<file path="src/rtl/rx_wb_pkg.sv">
// Shared constants and types for the receive writeback formatter.
// Assumes descriptor length/checksum/ident fields are 16 bits wide.
package rx_wb_pkg;
    localparam int FIELD_W = 16;
    localparam int DESC_W  = 128;

    localparam logic [2:0] DT_COMPACT = 3'b000;
    localparam logic [2:0] DT_ONEBUF  = 3'b001;

    localparam logic [FIELD_W-1:0] CRC_BYTES = 16'd4;

    // compact layout codes
    localparam logic [7:0]  CST_DD    = 8'h01;
    localparam logic [7:0]  CST_EOP   = 8'h02;
    localparam logic [7:0]  CST_UDPCS = 8'h10;
    localparam logic [7:0]  CST_TCPCS = 8'h20;
    localparam logic [7:0]  CST_IPCS  = 8'h40;
    localparam logic [7:0]  CER_L4    = 8'h20;
    localparam logic [7:0]  CER_IP    = 8'h40;

    // single-buffer layout codes
    localparam logic [11:0] AER_L4    = 12'h400;
    localparam logic [11:0] AER_IP    = 12'h800;
    localparam logic [11:0] APT_IPV4  = 12'h001;
    localparam logic [11:0] APT_TCP   = 12'h010;
    localparam logic [11:0] APT_UDP   = 12'h020;

    // layout-neutral classification result
    typedef struct packed {
        logic ip_cs;
        logic tcp_cs;
        logic udp_cs;
        logic ip_err;
        logic l4_err;
        logic is_v4;
    } rx_flags_t;
endpackage

</file>
<file path="src/rtl/rx_wb_buflen.sv">
// Works out the receive buffer size and flags frames that do not fit.
// Assumes the KB field scaled by 2^KB_SHIFT fits in BUF_W bits.
module rx_wb_buflen #(
    parameter int PKTF_W   = 7,
    parameter int KB_SHIFT = 10
) (
    input  logic                          onebuf,
    input  logic                          long_pkt,
    input  logic [PKTF_W-1:0]             buf_kb,
    input  logic [rx_wb_pkg::FIELD_W-1:0] legacy_buf,
    input  logic [rx_wb_pkg::FIELD_W-1:0] frame_len,
    output logic                          too_long
);
    localparam int SCALED_W = PKTF_W + KB_SHIFT;
    localparam int BUF_W = (SCALED_W > rx_wb_pkg::FIELD_W) ? SCALED_W : rx_wb_pkg::FIELD_W;

    logic [BUF_W-1:0] buf_bytes;

    // pick KB-scaled size only for single-buffer long-packet mode
    always_comb begin
        if (onebuf && long_pkt)
            buf_bytes = BUF_W'(buf_kb) << KB_SHIFT;
        else
            buf_bytes = BUF_W'(legacy_buf);
        too_long = BUF_W'(frame_len) >= buf_bytes;
    end
endmodule

</file>
<file path="src/rtl/rx_wb_classify.sv">
// Turns parser results and offload enables into layout-neutral flags
// and selects the checksum to report. L4 results count only for IPv4.
module rx_wb_classify
    import rx_wb_pkg::*;
(
    input  logic               is_ipv4,
    input  logic               is_tcp,
    input  logic               is_udp,
    input  logic               ip_chk,
    input  logic               l4_chk,
    input  logic [FIELD_W-1:0] ip_csum,
    input  logic [FIELD_W-1:0] l4_csum,
    output rx_flags_t          flags,
    output logic [FIELD_W-1:0] csum_sel
);
    logic ip_checked;
    logic l4_checked;

    // derive which checks ran, their outcome and the reported checksum
    always_comb begin
        ip_checked     = is_ipv4 && ip_chk;
        l4_checked     = is_ipv4 && l4_chk && (is_tcp || is_udp);
        flags.is_v4    = is_ipv4;
        flags.ip_cs    = ip_checked;
        flags.tcp_cs   = is_ipv4 && l4_chk && is_tcp;
        flags.udp_cs   = is_ipv4 && l4_chk && is_udp;
        flags.ip_err   = ip_checked && (ip_csum != '0);
        flags.l4_err   = l4_checked && (l4_csum != '0);
        if (l4_checked)
            csum_sel = l4_csum;
        else if (ip_checked)
            csum_sel = ip_csum;
        else
            csum_sel = '0;
    end
endmodule

</file>
<file path="src/rtl/rx_wb_pack.sv">
// Encodes classified flags into the compact or single-buffer descriptor.
// Unused fields (hash type, header length, VLAN) are driven to zero.
module rx_wb_pack
    import rx_wb_pkg::*;
(
    input  logic               onebuf,
    input  rx_flags_t          flags,
    input  logic [FIELD_W-1:0] wr_len,
    input  logic [FIELD_W-1:0] csum,
    input  logic [FIELD_W-1:0] ident,
    input  logic               no_ident,
    output logic [DESC_W-1:0]  desc
);
    logic [7:0]  c_stat;
    logic [7:0]  c_err;
    logic [19:0] a_stat;
    logic [11:0] a_err;
    logic [11:0] a_ptype;
    logic [31:0] a_word;

    // build per-layout status, error and packet-type codes
    always_comb begin
        c_stat = CST_DD | CST_EOP
               | (flags.ip_cs  ? CST_IPCS  : 8'h00)
               | (flags.tcp_cs ? CST_TCPCS : 8'h00)
               | (flags.udp_cs ? CST_UDPCS : 8'h00);
        c_err  = (flags.ip_err ? CER_IP : 8'h00) | (flags.l4_err ? CER_L4 : 8'h00);
        a_stat = {12'h000, c_stat};
        a_err  = (flags.ip_err ? AER_IP : 12'h000) | (flags.l4_err ? AER_L4 : 12'h000);
        a_ptype = (flags.is_v4  ? APT_IPV4 : 12'h000)
                | (flags.tcp_cs ? APT_TCP  : 12'h000)
                | (flags.udp_cs ? APT_UDP  : 12'h000);
        a_word = no_ident ? 32'h0 : {csum, ident};
    end

    // assemble the selected layout
    always_comb begin
        if (onebuf)
            desc = {16'h0000, wr_len, a_err, a_stat, a_word, 16'h0000, a_ptype, 4'h0};
        else
            desc = {16'h0000, c_err, c_stat, csum, wr_len, 64'h0};
    end
endmodule

</file>
<file path="src/rtl/rx_wb_formatter.sv">
// Top of the receive writeback formatter: checks layout code and buffer
// fit, builds the descriptor and registers one result per input strobe.
// Assumes configuration is stable while in_valid is high.
module rx_wb_formatter
    import rx_wb_pkg::*;
#(
    parameter int PKTF_W   = 7,
    parameter int KB_SHIFT = 10
) (
    input  logic               clk,
    input  logic               rst_n,
    input  logic               in_valid,
    input  logic [15:0]        frame_len,
    input  logic               is_ipv4,
    input  logic               is_tcp,
    input  logic               is_udp,
    input  logic [15:0]        ip_csum,
    input  logic [15:0]        l4_csum,
    input  logic [15:0]        ip_ident,
    input  logic [2:0]         cfg_desc_type,
    input  logic               cfg_ip_chk,
    input  logic               cfg_l4_chk,
    input  logic               cfg_no_ident,
    input  logic               cfg_strip_crc,
    input  logic               cfg_long_pkt,
    input  logic [PKTF_W-1:0]  cfg_buf_kb,
    input  logic [15:0]        cfg_legacy_buf,
    output logic               out_valid,
    output logic [127:0]       out_desc,
    output logic               out_err_len,
    output logic               out_err_type
);
    logic               onebuf;
    logic               type_ok;
    logic               too_long;
    logic [FIELD_W-1:0] wr_len;
    logic [FIELD_W-1:0] csum_sel;
    rx_flags_t          flags;
    logic [DESC_W-1:0]  desc_c;

    // decode layout code and compute written length
    always_comb begin
        onebuf  = (cfg_desc_type == DT_ONEBUF);
        type_ok = (cfg_desc_type == DT_COMPACT) || onebuf;
        wr_len  = frame_len + (cfg_strip_crc ? '0 : CRC_BYTES);
    end

    rx_wb_buflen #(.PKTF_W(PKTF_W), .KB_SHIFT(KB_SHIFT)) u_buflen (
        .onebuf     (onebuf),
        .long_pkt   (cfg_long_pkt),
        .buf_kb     (cfg_buf_kb),
        .legacy_buf (cfg_legacy_buf),
        .frame_len  (frame_len),
        .too_long   (too_long)
    );

    rx_wb_classify u_classify (
        .is_ipv4  (is_ipv4),
        .is_tcp   (is_tcp),
        .is_udp   (is_udp),
        .ip_chk   (cfg_ip_chk),
        .l4_chk   (cfg_l4_chk),
        .ip_csum  (ip_csum),
        .l4_csum  (l4_csum),
        .flags    (flags),
        .csum_sel (csum_sel)
    );

    rx_wb_pack u_pack (
        .onebuf   (onebuf),
        .flags    (flags),
        .wr_len   (wr_len),
        .csum     (csum_sel),
        .ident    (ip_ident),
        .no_ident (cfg_no_ident),
        .desc     (desc_c)
    );

    // register one outcome per strobe; errors suppress the descriptor
    always_ff @(posedge clk) begin
        if (!rst_n) begin
            out_valid    <= 1'b0;
            out_desc     <= '0;
            out_err_len  <= 1'b0;
            out_err_type <= 1'b0;
        end else begin
            out_valid    <= in_valid && type_ok && !too_long;
            out_err_type <= in_valid && !type_ok;
            out_err_len  <= in_valid && type_ok && too_long;
            out_desc     <= (in_valid && type_ok && !too_long) ? desc_c : '0;
        end
    end
endmodule

</file>
<file path="config.mk">
export PLATFORM = sky130hd
export DESIGN_NAME = rx_wb_formatter
export DESIGN_NICKNAME = d
export VERILOG_FILES = /design/src/rtl/rx_wb_pkg.sv /design/src/rtl/rx_wb_buflen.sv /design/src/rtl/rx_wb_classify.sv /design/src/rtl/rx_wb_pack.sv /design/src/rtl/rx_wb_formatter.sv
export SDC_FILE = /design/constraint.sdc
export NUM_CORES = 1
export LEC_CHECK = 0
export ABC_AREA = 0
export CAP_MARGIN = 0
export CORE_ASPECT_RATIO = 0.5
export CORE_MARGIN = 4
export CORE_UTILIZATION = 38
export DETAILED_ROUTE_END_ITERATION = 10
export PLACE_DENSITY = 0.88
export SLEW_MARGIN = 15
export SYNTH_ARGS = -nofsm -noshare
export SYNTH_HDL_FRONTEND = slang
export SYNTH_SLANG_ARGS = --single-unit
</file>
<file path="constraint.sdc">
create_clock -name clk -period 3.1 [get_ports clk]
set_input_delay 0.62 -clock clk [delete_from_list [all_inputs] [get_ports clk]]
set_output_delay 0.62 -clock clk [all_outputs]
set_load 0.01 [all_outputs]
</file>
Word level (Yosys, flattened, before mapping). Index checks and enable logic that the tools add are counted.

Register bits: 131. Input port bits: 101. Output and inout port bits: 131. Word-level logic and storage cells: 58.

Add/subtract/negate cells: 1. $lt $le $gt $ge: 1. Eq/ne operators: 1. Mux-type cells: 16. Bitwise logic cells: 9. Reductions and logical operators: 23.

Operators with widths (count): $mux W112 (1); $or A12 B12 Y12 (3); $mux W16 (2); $mux W32 (1); $reduce_bool A16 Y1 (2); $or A8 B8 Y8 (3); $mux W6 (3); $ge A16 B17 Y1 (1); $mux W17 (1); $add A16 B3 Y16 (1); $mux W7 (2); $logic_and A1 B1 Y1 (12); $mux W12 (1); $mux W11 (1); $mux W5 (2); $reduce_or A4 Y1 (1); $eq A3 B1 Y1 const B (1); $logic_not A3 Y1 (1); $mux W3 (1); $not A1 Y1 (3); $reduce_and A3 Y1 (1); $reduce_or A3 Y1 (1); $logic_not A1 Y1 (2); $logic_or A1 B1 Y1 (2); 2 further kinds (2).

Logic depth before layout (Yosys ltp). Gate-level depths: netlist of run 1.

Depth in word-level cells: 8. Mapped depth: 12. Mapped depth without buffers: 10.

Cells and area by module. A second synthesis of run 1 with hierarchy kept.

Cells, all modules: 585. Area total of the unflattened synthesis: 5698.0 um2.

By module, submodules not included: rx_wb_formatter (instances 1, cells each 313, area each 3786.1 um2, seq. area each 2622.5 um2); rx_wb_pack (instances 1, cells each 141, area each 1056.0 um2, seq. area each 0.0 um2); rx_wb_buflen (instances 1, cells each 61, area each 469.2 um2, seq. area each 0.0 um2); rx_wb_classify (instances 1, cells each 70, area each 386.6 um2, seq. area each 0.0 um2).

Worst setup path before layout of run 1. OpenSTA, ideal clock, no wires.

Path type: input-to-reg. From: in cfg_desc_type[1]. To: reg out_desc[68]. Setup time: 0.103 ns. Arrival: 2.776 ns. Data required time: 2.997 ns. Setup slack: 0.220 ns. Stages on the path: 12. Path buffers: 2. Path through: nor2_1 nand3_2 clkbuf_1 nand2_1 ha_1 a21o_1 a21oi_1 a31oi_1 o31ai_2 a21oi_1 buf_2 a2111oi_2.

Cells in the longest elaborated chain, start to end: 7. Elaborated cells on any way between the ends: 11. Classes of those cells: order compare (1); eq/ne (1); mux (2); reduce/logical (7).

RTL lines: start: declaration (RTL line rx_wb_formatter.sv:20) `input logic [2:0] cfg_desc_type,`; $eq A3 B1 Y1 (RTL line rx_wb_formatter.sv:43) `onebuf = (cfg_desc_type == DT_ONEBUF);`; $logic_and A1 B1 Y1 (RTL line rx_wb_buflen.sv:21) `if (onebuf && long_pkt)`; $mux W17 (RTL line rx_wb_buflen.sv:21); $ge A16 B17 Y1 (RTL line rx_wb_buflen.sv:25) `too_long = BUF_W'(frame_len) >= buf_bytes;`; $logic_not A1 Y1 (RTL line rx_wb_formatter.sv:90) `out_desc <= (in_valid && type_ok && !too_long) ? desc_c : '0;`; $logic_and A1 B1 Y1 (RTL line rx_wb_formatter.sv:90); $reduce_and A2 Y1 (no source line); end signal: assignment (RTL line rx_wb_formatter.sv:90); end: declaration (RTL line rx_wb_formatter.sv:29) `output logic [127:0] out_desc,`.

Several ways; a longest one is shown, not always the timed one. A chain may end at the register's enable or synchronous reset.

Worst setup path in the final report of run 1.
From: in cfg_desc_type[1]. To: reg out_desc[69].

Same word-level chain as after synthesis.

==> results of run 1 <==
-- power groups by stage --
| stage | clock network, uW | logic [uW] | registers, uW |
|---|---|---|---|
| 3_5_place_dp | 0 | 418 | 1140 |
| 2_1_floorplan | 0 | 230 | 1140 |
| 6_report | 1000 | 428 | 1120 |
| 3_3_place_gp | 0 | 408 | 1140 |
| 4_1_cts | 1020 | 423 | 1120 |
| 5_1_grt | 1070 | 466 | 1120 |
-- state kept, by name, summed over array words and instances (netlist names) --
register and cells:
out_desc 83, out_valid 1, out_err_len 1, out_err_type 1
-- placed cells by master (no fill, tap or decap), types with 3 or more instances in the layout --
master,n
conb_1,45
and3_1,20
dfxtp_1,86
inv_1,5
nand3_1,16
clkdlybuf4s50_1,186
buf_4,10
clkbuf_16,9
buf_12,4
nor3_1,33
and2_1,3
ha_1,18
nor2_1,48
nand2_1,15
a2111oi_2,4
xnor2_1,4
nor2b_1,4
nand4_1,5
nor4b_2,17
mux2i_1,6
xor2_1,8
nor4_1,8
a21oi_1,25
-- final timing paths --
| check | end | slack (ps) |
|---|---|---|
| setup / recovery | out_desc[69] | 180 |
| hold / removal | out_desc[35] | 860 |
-- cell type report --
class / count / area, um2
Inverter: 5 / 18.8
Sequential cell: 86 / 1720
Multi-Input combinational cell: 300 / 1920
Timing Repair Buffer: 200 / 2020
Tap cell: 135 / 169
Clock inverter: 4 / 30.0
Fill cell: 775 / 3590
Clock buffer: 11 / 253
-- logic make-up (layout without fill, tap and decap cells) --
logic type	Yosys count	count (layout)	share of synthesized area, %
XOR/XNOR	12	12	2.68
AND/OR/NAND/NOR	176	176	26.6
other	1	45	0.0958
flip-flops	86	86	44.0
buffers and inverters	75	220	11.8
AO/OA/AOI/OAI	43	43	7.61
adder cells (fa/ha/maj)	18	18	5.75
multiplexers	6	6	1.53
-- tightest hold or removal path: stages --
cell             delay [ps]
clkdlybuf4s50_1         400
nand4b_1                 90
nor2_1                   40
-- stage by stage --
| stage | power (uW) | worst slack [ps] | TNS (ps) | utilization [%] | instances |
|---|---|---|---|---|---|
| 2_1_floorplan | 1380 | 220 | 0 | - | 461 |
| 3_3_place_gp | 1550 | -77.9 | -1080 | 60.0 | 726 |
| 3_5_place_dp | 1560 | -144 | -2670 | 60.0 | 726 |
| 4_1_cts | 2560 | 175 | 0 | 62.9 | 741 |
| 5_1_grt | 2650 | 10.6 | 0 | 63.0 | 741 |
| 6_report | 2550 | 180 | 0 | 63.0 | 741 |
-- synthesized netlist by cell type (all sizes together) --
cell type  number  area share [%]
nand2          15             1.4
o211a           1            0.26
and4            1            0.22
nor4b          17             6.5
buf            53             9.7
ha             18             5.8
a21o            2            0.38
o21a            1            0.19
o211ai          1            0.19
dfxtp          86              44
nand2b          1            0.16
clkbuf         17             1.6
nand3          18             2.6
nor2           49             4.7
xnor2           4            0.89
or2             1            0.16
nor4            8             1.3
mux2i           6             1.5
a211oi          2            0.38
nor2b           4            0.64
a31oi           1            0.16
nand4b          1            0.22
and3           20             3.2
a41oi           1            0.22
o31ai           1            0.32
nand4           5            0.80
conb            1           0.096
and2            3            0.48
o21ai           2            0.26
a21oi          26             3.3
a2111oi         5             1.9
nor3           33             4.2
xor2            8             1.8
inv             5            0.48
-- timing repair --
action / 4_1_cts / 5_1_grt
gates resized for setup: 0 / 2
hold buffers: 0 / 0
endpoints found under the setup margin: 0 / 3
-- layer usage --
layer / wire, um / track usage (%)
met5: 0 / 0
met4: 407 / 8.33
met3: 832 / 4.76
met2: 6410 / 35.9
met1: 4710 / 22.6
==> impl_metrics.tcl, run 1 <==
set metrics [dict create \
    slew_headroom_pct 55.9 \
    place_congestion 0.843 \
    crit_chain "clkdlybuf4s50_1 -> nor2_2 -> nand3_2 -> buf_12 -> nand2_1 -> ha_1 -> a21o_1 -> a21oi_1 -> a31oi_1 -> o31ai_2 -> a21oi_4 -> buf_12 -> a2111oi_2" \
    worst-setup-path-type "input pin to register" \
    hold_ws_ps 861 \
    ant_nets 0 \
    start_util_pct 40.2 \
    synthCells 417 \
    synth.distinct_cells 37 \
    num_rows 25 \
    required_ps 3320 \
    ctsHtreeMaxLevel 3 \
    dp_hpwl_um 9530 \
    cts_max_path_buffers 2 \
    hold_class "input pin to register" \
    die_x_um 152 \
    fin_crit_ps 2920 \
    pin_count 232 \
    finalHoldViolations 0 \
    worstHoldStart "ip_ident[3]" \
    post_cts_buffers 0 \
    port_buffers 186 \
    dr.pass1.iters 5 \
    overflow 0 \
    crit_start "cfg_desc_type[1]" \
    cts.clk_slew.worst_paths_ps 60 \
    drc 0 \
    syn_area_mm2 0.00392 \
    status "complete, no violations" \
    ys_seq_elements 86 \
    max-vdd-ir-drop_uv 267 \
    sw_frac_of_total_pct 25.1 \
    clkSinkCount 86 \
    setup_viol 0 \
    holdPathStages 3 \
    p_clk_share_pct 39.4 \
    pwr-share-comb_pct 16.8 \
    clockRootBuffer "clkbuf_16" \
    drive_gt1_share_pct 9.24 \
    crit_arrival_ps 3140 \
    cp.depth 13 \
    dpl_cell_area_mm2 0.00584 \
    die_h_um 79.8 \
    antenna_found_initial 0 \
    cp_max_fo 26 \
    critical-path-max-stage-delay_ps 430 \
    wl_per_cell_um 16.7 \
    crit_buf_inv 3 \
    worst_pin_slew_ps 661 \
    power_frac_seq_pct 43.8 \
    yosysSeqAreaShare_pct 44.0 \
    finalInstanceArea_mm2 0.00613 \
    wl_um 12400 \
    grt_pass1_vias 3661 \
    num_vias 3613 \
    grt_pass1_wl_um 18700 \
    die_area_mm2 0.0121 \
    grt_max_degree 35 \
    finalMaxSlewViolations 0 \
    crit_slowest_cell "clkdlybuf4s50_1" \
    diodes 0 \
    first_iter_violations 233 \
    ys_warn_count 0 \
    clock.fmax_ghz 0.342 \
    startpoint_type "input pin" \
    end_kind "register" \
    core_area_mm2 0.00973 \
    crit_family "compound AO/OA/AOI/OAI gates" \
    crit_top_cell "buf_12" \
    power_leakage_uw 0.00240 \
    track_usage_pct 19.9 \
    intPower_uw 1910 \
    fin_nets 721 \
    fin_crit_sh_pct 94.2 \
    rsz0062_at_grt "no" \
    cts_made_buffers 9 \
    viasPerCell 4.88 \
    post_synth.cell_area_avg_um2 9.39 \
    area_growth_pct 56.7 \
    cts_tree "done" \
    switchingPower_uw 640 \
    drv_cap 0 \
    power_density_mw_per_mm2 415 \
]
Power figures use the tool's default switching activity.
==> inputs of run 2 (changes only) <==
--- a/config.mk
+++ b/config.mk
@@ -12,6 +12,7 @@
 export CORE_UTILIZATION = 38
 export DETAILED_ROUTE_END_ITERATION = 10
 export PLACE_DENSITY = 0.88
+export SETUP_SLACK_MARGIN = 0.4
 export SLEW_MARGIN = 15
 export SYNTH_ARGS = -nofsm -noshare
 export SYNTH_HDL_FRONTEND = slang
==> constraint.sdc (replaced) <==
create_clock -name clk -period 3.1 [get_ports clk]
set_input_delay 0.62 -clock clk [delete_from_list [all_inputs] [get_ports clk]]
set_output_delay 0.62 -clock clk [all_outputs]
set_load 0.005 [all_outputs]
==> impl_metrics.tcl, run 2 (synthesis gave the netlist of run 1 again) <==
set metrics [dict create \
    cp.depth 15 \
    overflow 0 \
    antenna_found_initial 0 \
    rsz0062_at_grt "yes" \
    critical-path-max-stage-delay_ps 240 \
    ant_nets 0 \
    status "complete, no violations" \
    finalMaxSlewViolations 0 \
    grt_pass1_wl_um 20200 \
    fin_crit_ps 2690 \
    startpoint_type "input pin" \
    grt_pass1_vias 3859 \
    fin_crit_sh_pct 86.9 \
    power_leakage_uw 0.00263 \
    wl_met2_um 7320 \
    worstSetupEndpoint "out_desc[59]" \
    highest_layer "met4" \
    crit_start "cfg_desc_type[1]" \
    crit_family "buffers and inverters" \
    port_buffers 186 \
    postCtsHoldBufs 0 \
    final_common_cell "clkdlybuf4s50_1" \
    wl_per_cell_um 18.4 \
    power_density_mw_per_mm2 417 \
    cp_max_fo 7 \
    crit_arrival_ps 2930 \
    largest_reg_flops 83 \
    dr.pass1.iters 5 \
    crit_slowest_cell "nor3_1" \
    required_ps 3330 \
    crit_chain "buf_8 -> nor2_4 -> nand3_4 -> buf_6 -> buf_4 -> mux2i_1 -> ha_1 -> a21o_1 -> a21oi_1 -> o21a_1 -> a21oi_4 -> buf_12 -> buf_12 -> buf_6 -> nor3_1" \
    drc 0 \
    clock.fmax_ghz 0.371 \
    mostFrequentLayoutCells "clkdlybuf4s50_1 (179), dfxtp_1 (86), nor2_1 (45), conb_1 (45), nor3_1 (28)" \
    wl_um 14100 \
    dp_hpwl_um 9560 \
    worst-setup-path-type "input pin to register" \
    fin_util_pct 68.0 \
    cts_max_path_buffers 2 \
    cts_made_buffers 9 \
    track_usage_pct 21.5 \
    hold_class "input pin to register" \
    drv_cap 0 \
    cts_tree "done" \
    first_iter_violations 266 \
    num_rows 25 \
    pin_count 232 \
    clockRootBuffer "clkbuf_16" \
    num_vias 3886 \
    setup_viol 0 \
    end_kind "register" \
    grt_max_degree 34 \
    drive_gt1_share_pct 16.8 \
    die_h_um 79.8 \
    max-vdd-ir-drop_uv 302 \
    fill_cells 692 \
    wl_met1_um 5160 \
    diodes 0 \
    setup_tns_ps 0 \
    finalHoldViolations 0 \
    die_x_um 152 \
    viasPerCell 5.07 \
    place_congestion 0.877 \
    crit_buf_inv 6 \
    ctsHtreeMaxLevel 3 \
    core_area_mm2 0.00973 \
    cts.clk_slew.worst_paths_ps 70 \
    start_util_pct 40.2 \
    top_register "out_desc" \
    met3_length_um 1190 \
    slew_headroom_pct 53.0 \
    fin_nets 746 \
    clkSinkCount 86 \
    worst_pin_slew_ps 706 \
    die_area_mm2 0.0121 \
    area_growth_pct 68.9 \
]
-- run 2: cell types whose count changed in the layout (fill, tap and decap cells not counted), moves of 4 or more --
| cell | change |
|---|---|
| clkdlybuf4s50_1 | -7 |
| nor3_2 | +5 |
| nor4b_2 | -5 |
| nor4b_4 | +5 |
| buf_4 | +11 |
| nand2_1 | -4 |
| nor3_1 | -5 |
| buf_6 | +10 |
-- run 2: worst min-delay path by stage --
| stage | from | to | slack, ps | cells after the start |
|---|---|---|---|---|
| final | cfg_desc_type[1] | out_desc[98] | 710 | 5 |
| after global routing | cfg_desc_type[1] | out_desc[98] | 710 | 5 |
| after CTS | cfg_desc_type[2] | out_desc[98] | 750 | 5 |
| after detailed placement | ip_ident[3] | out_desc[35] | 1200 | 3 |
| after global placement | ip_ident[3] | out_desc[35] | 1180 | 3 |
| after floorplan | cfg_desc_type[2] | out_err_type | 760 | 2 |
-- run 2: through the flow --
stage / area (um2) / worst slack [ps] / power (uW) / std cells / hold WS (ps)
floorplan: 4100 / 410 / 1360 / 461 / 757
global placement: 5900 / -233 / 1560 / 732 / 1180
detailed placement: 5900 / -379 / 1570 / 732 / 1200
CTS: 6410 / 399 / 2720 / 761 / 750
global route: 6610 / 309 / 2860 / 767 / 712
finish: 6610 / 406 / 2760 / 767 / 707
-- run 2: what timing repair did --
action	in CTS	in global routing
setup buffers	10	5
hold endpoints to repair	0	0
setup endpoints to repair	85	52
pin swaps	14	25
gates resized for setup	28	32
gates cloned	3	1
-- run 2: per-layer routing --
layer / global-route usage [%] / vias to the layer above
met1: 24.0 / 1837
met5: 0 / -
met4: 7.89 / 0
met2: 40.2 / 222
li1: - / 1796
met3: 4.59 / 31
-- run 2: report_power, final --
| group | leakage, uW | internal (uW) | switching, uW |
|---|---|---|---|
| combinational | 0.00178 | 290 | 248 |
| clock | 0.000155 | 653 | 450 |
| sequential | 0.000693 | 1110 | 2.47 |
-- run 2: cell type report --
class / count / area, um2 / area share [%]
inverter: 5 / 18.8 / 0.284
multi-input combinational: 301 / 2090 / 31.6
sequential: 86 / 1720 / 26.0
clock inverter: 6 / 68.8 / 1.04
tap: 135 / 169 / 2.55
timing repair buffer: 224 / 2310 / 34.9
clock buffer: 10 / 239 / 3.61
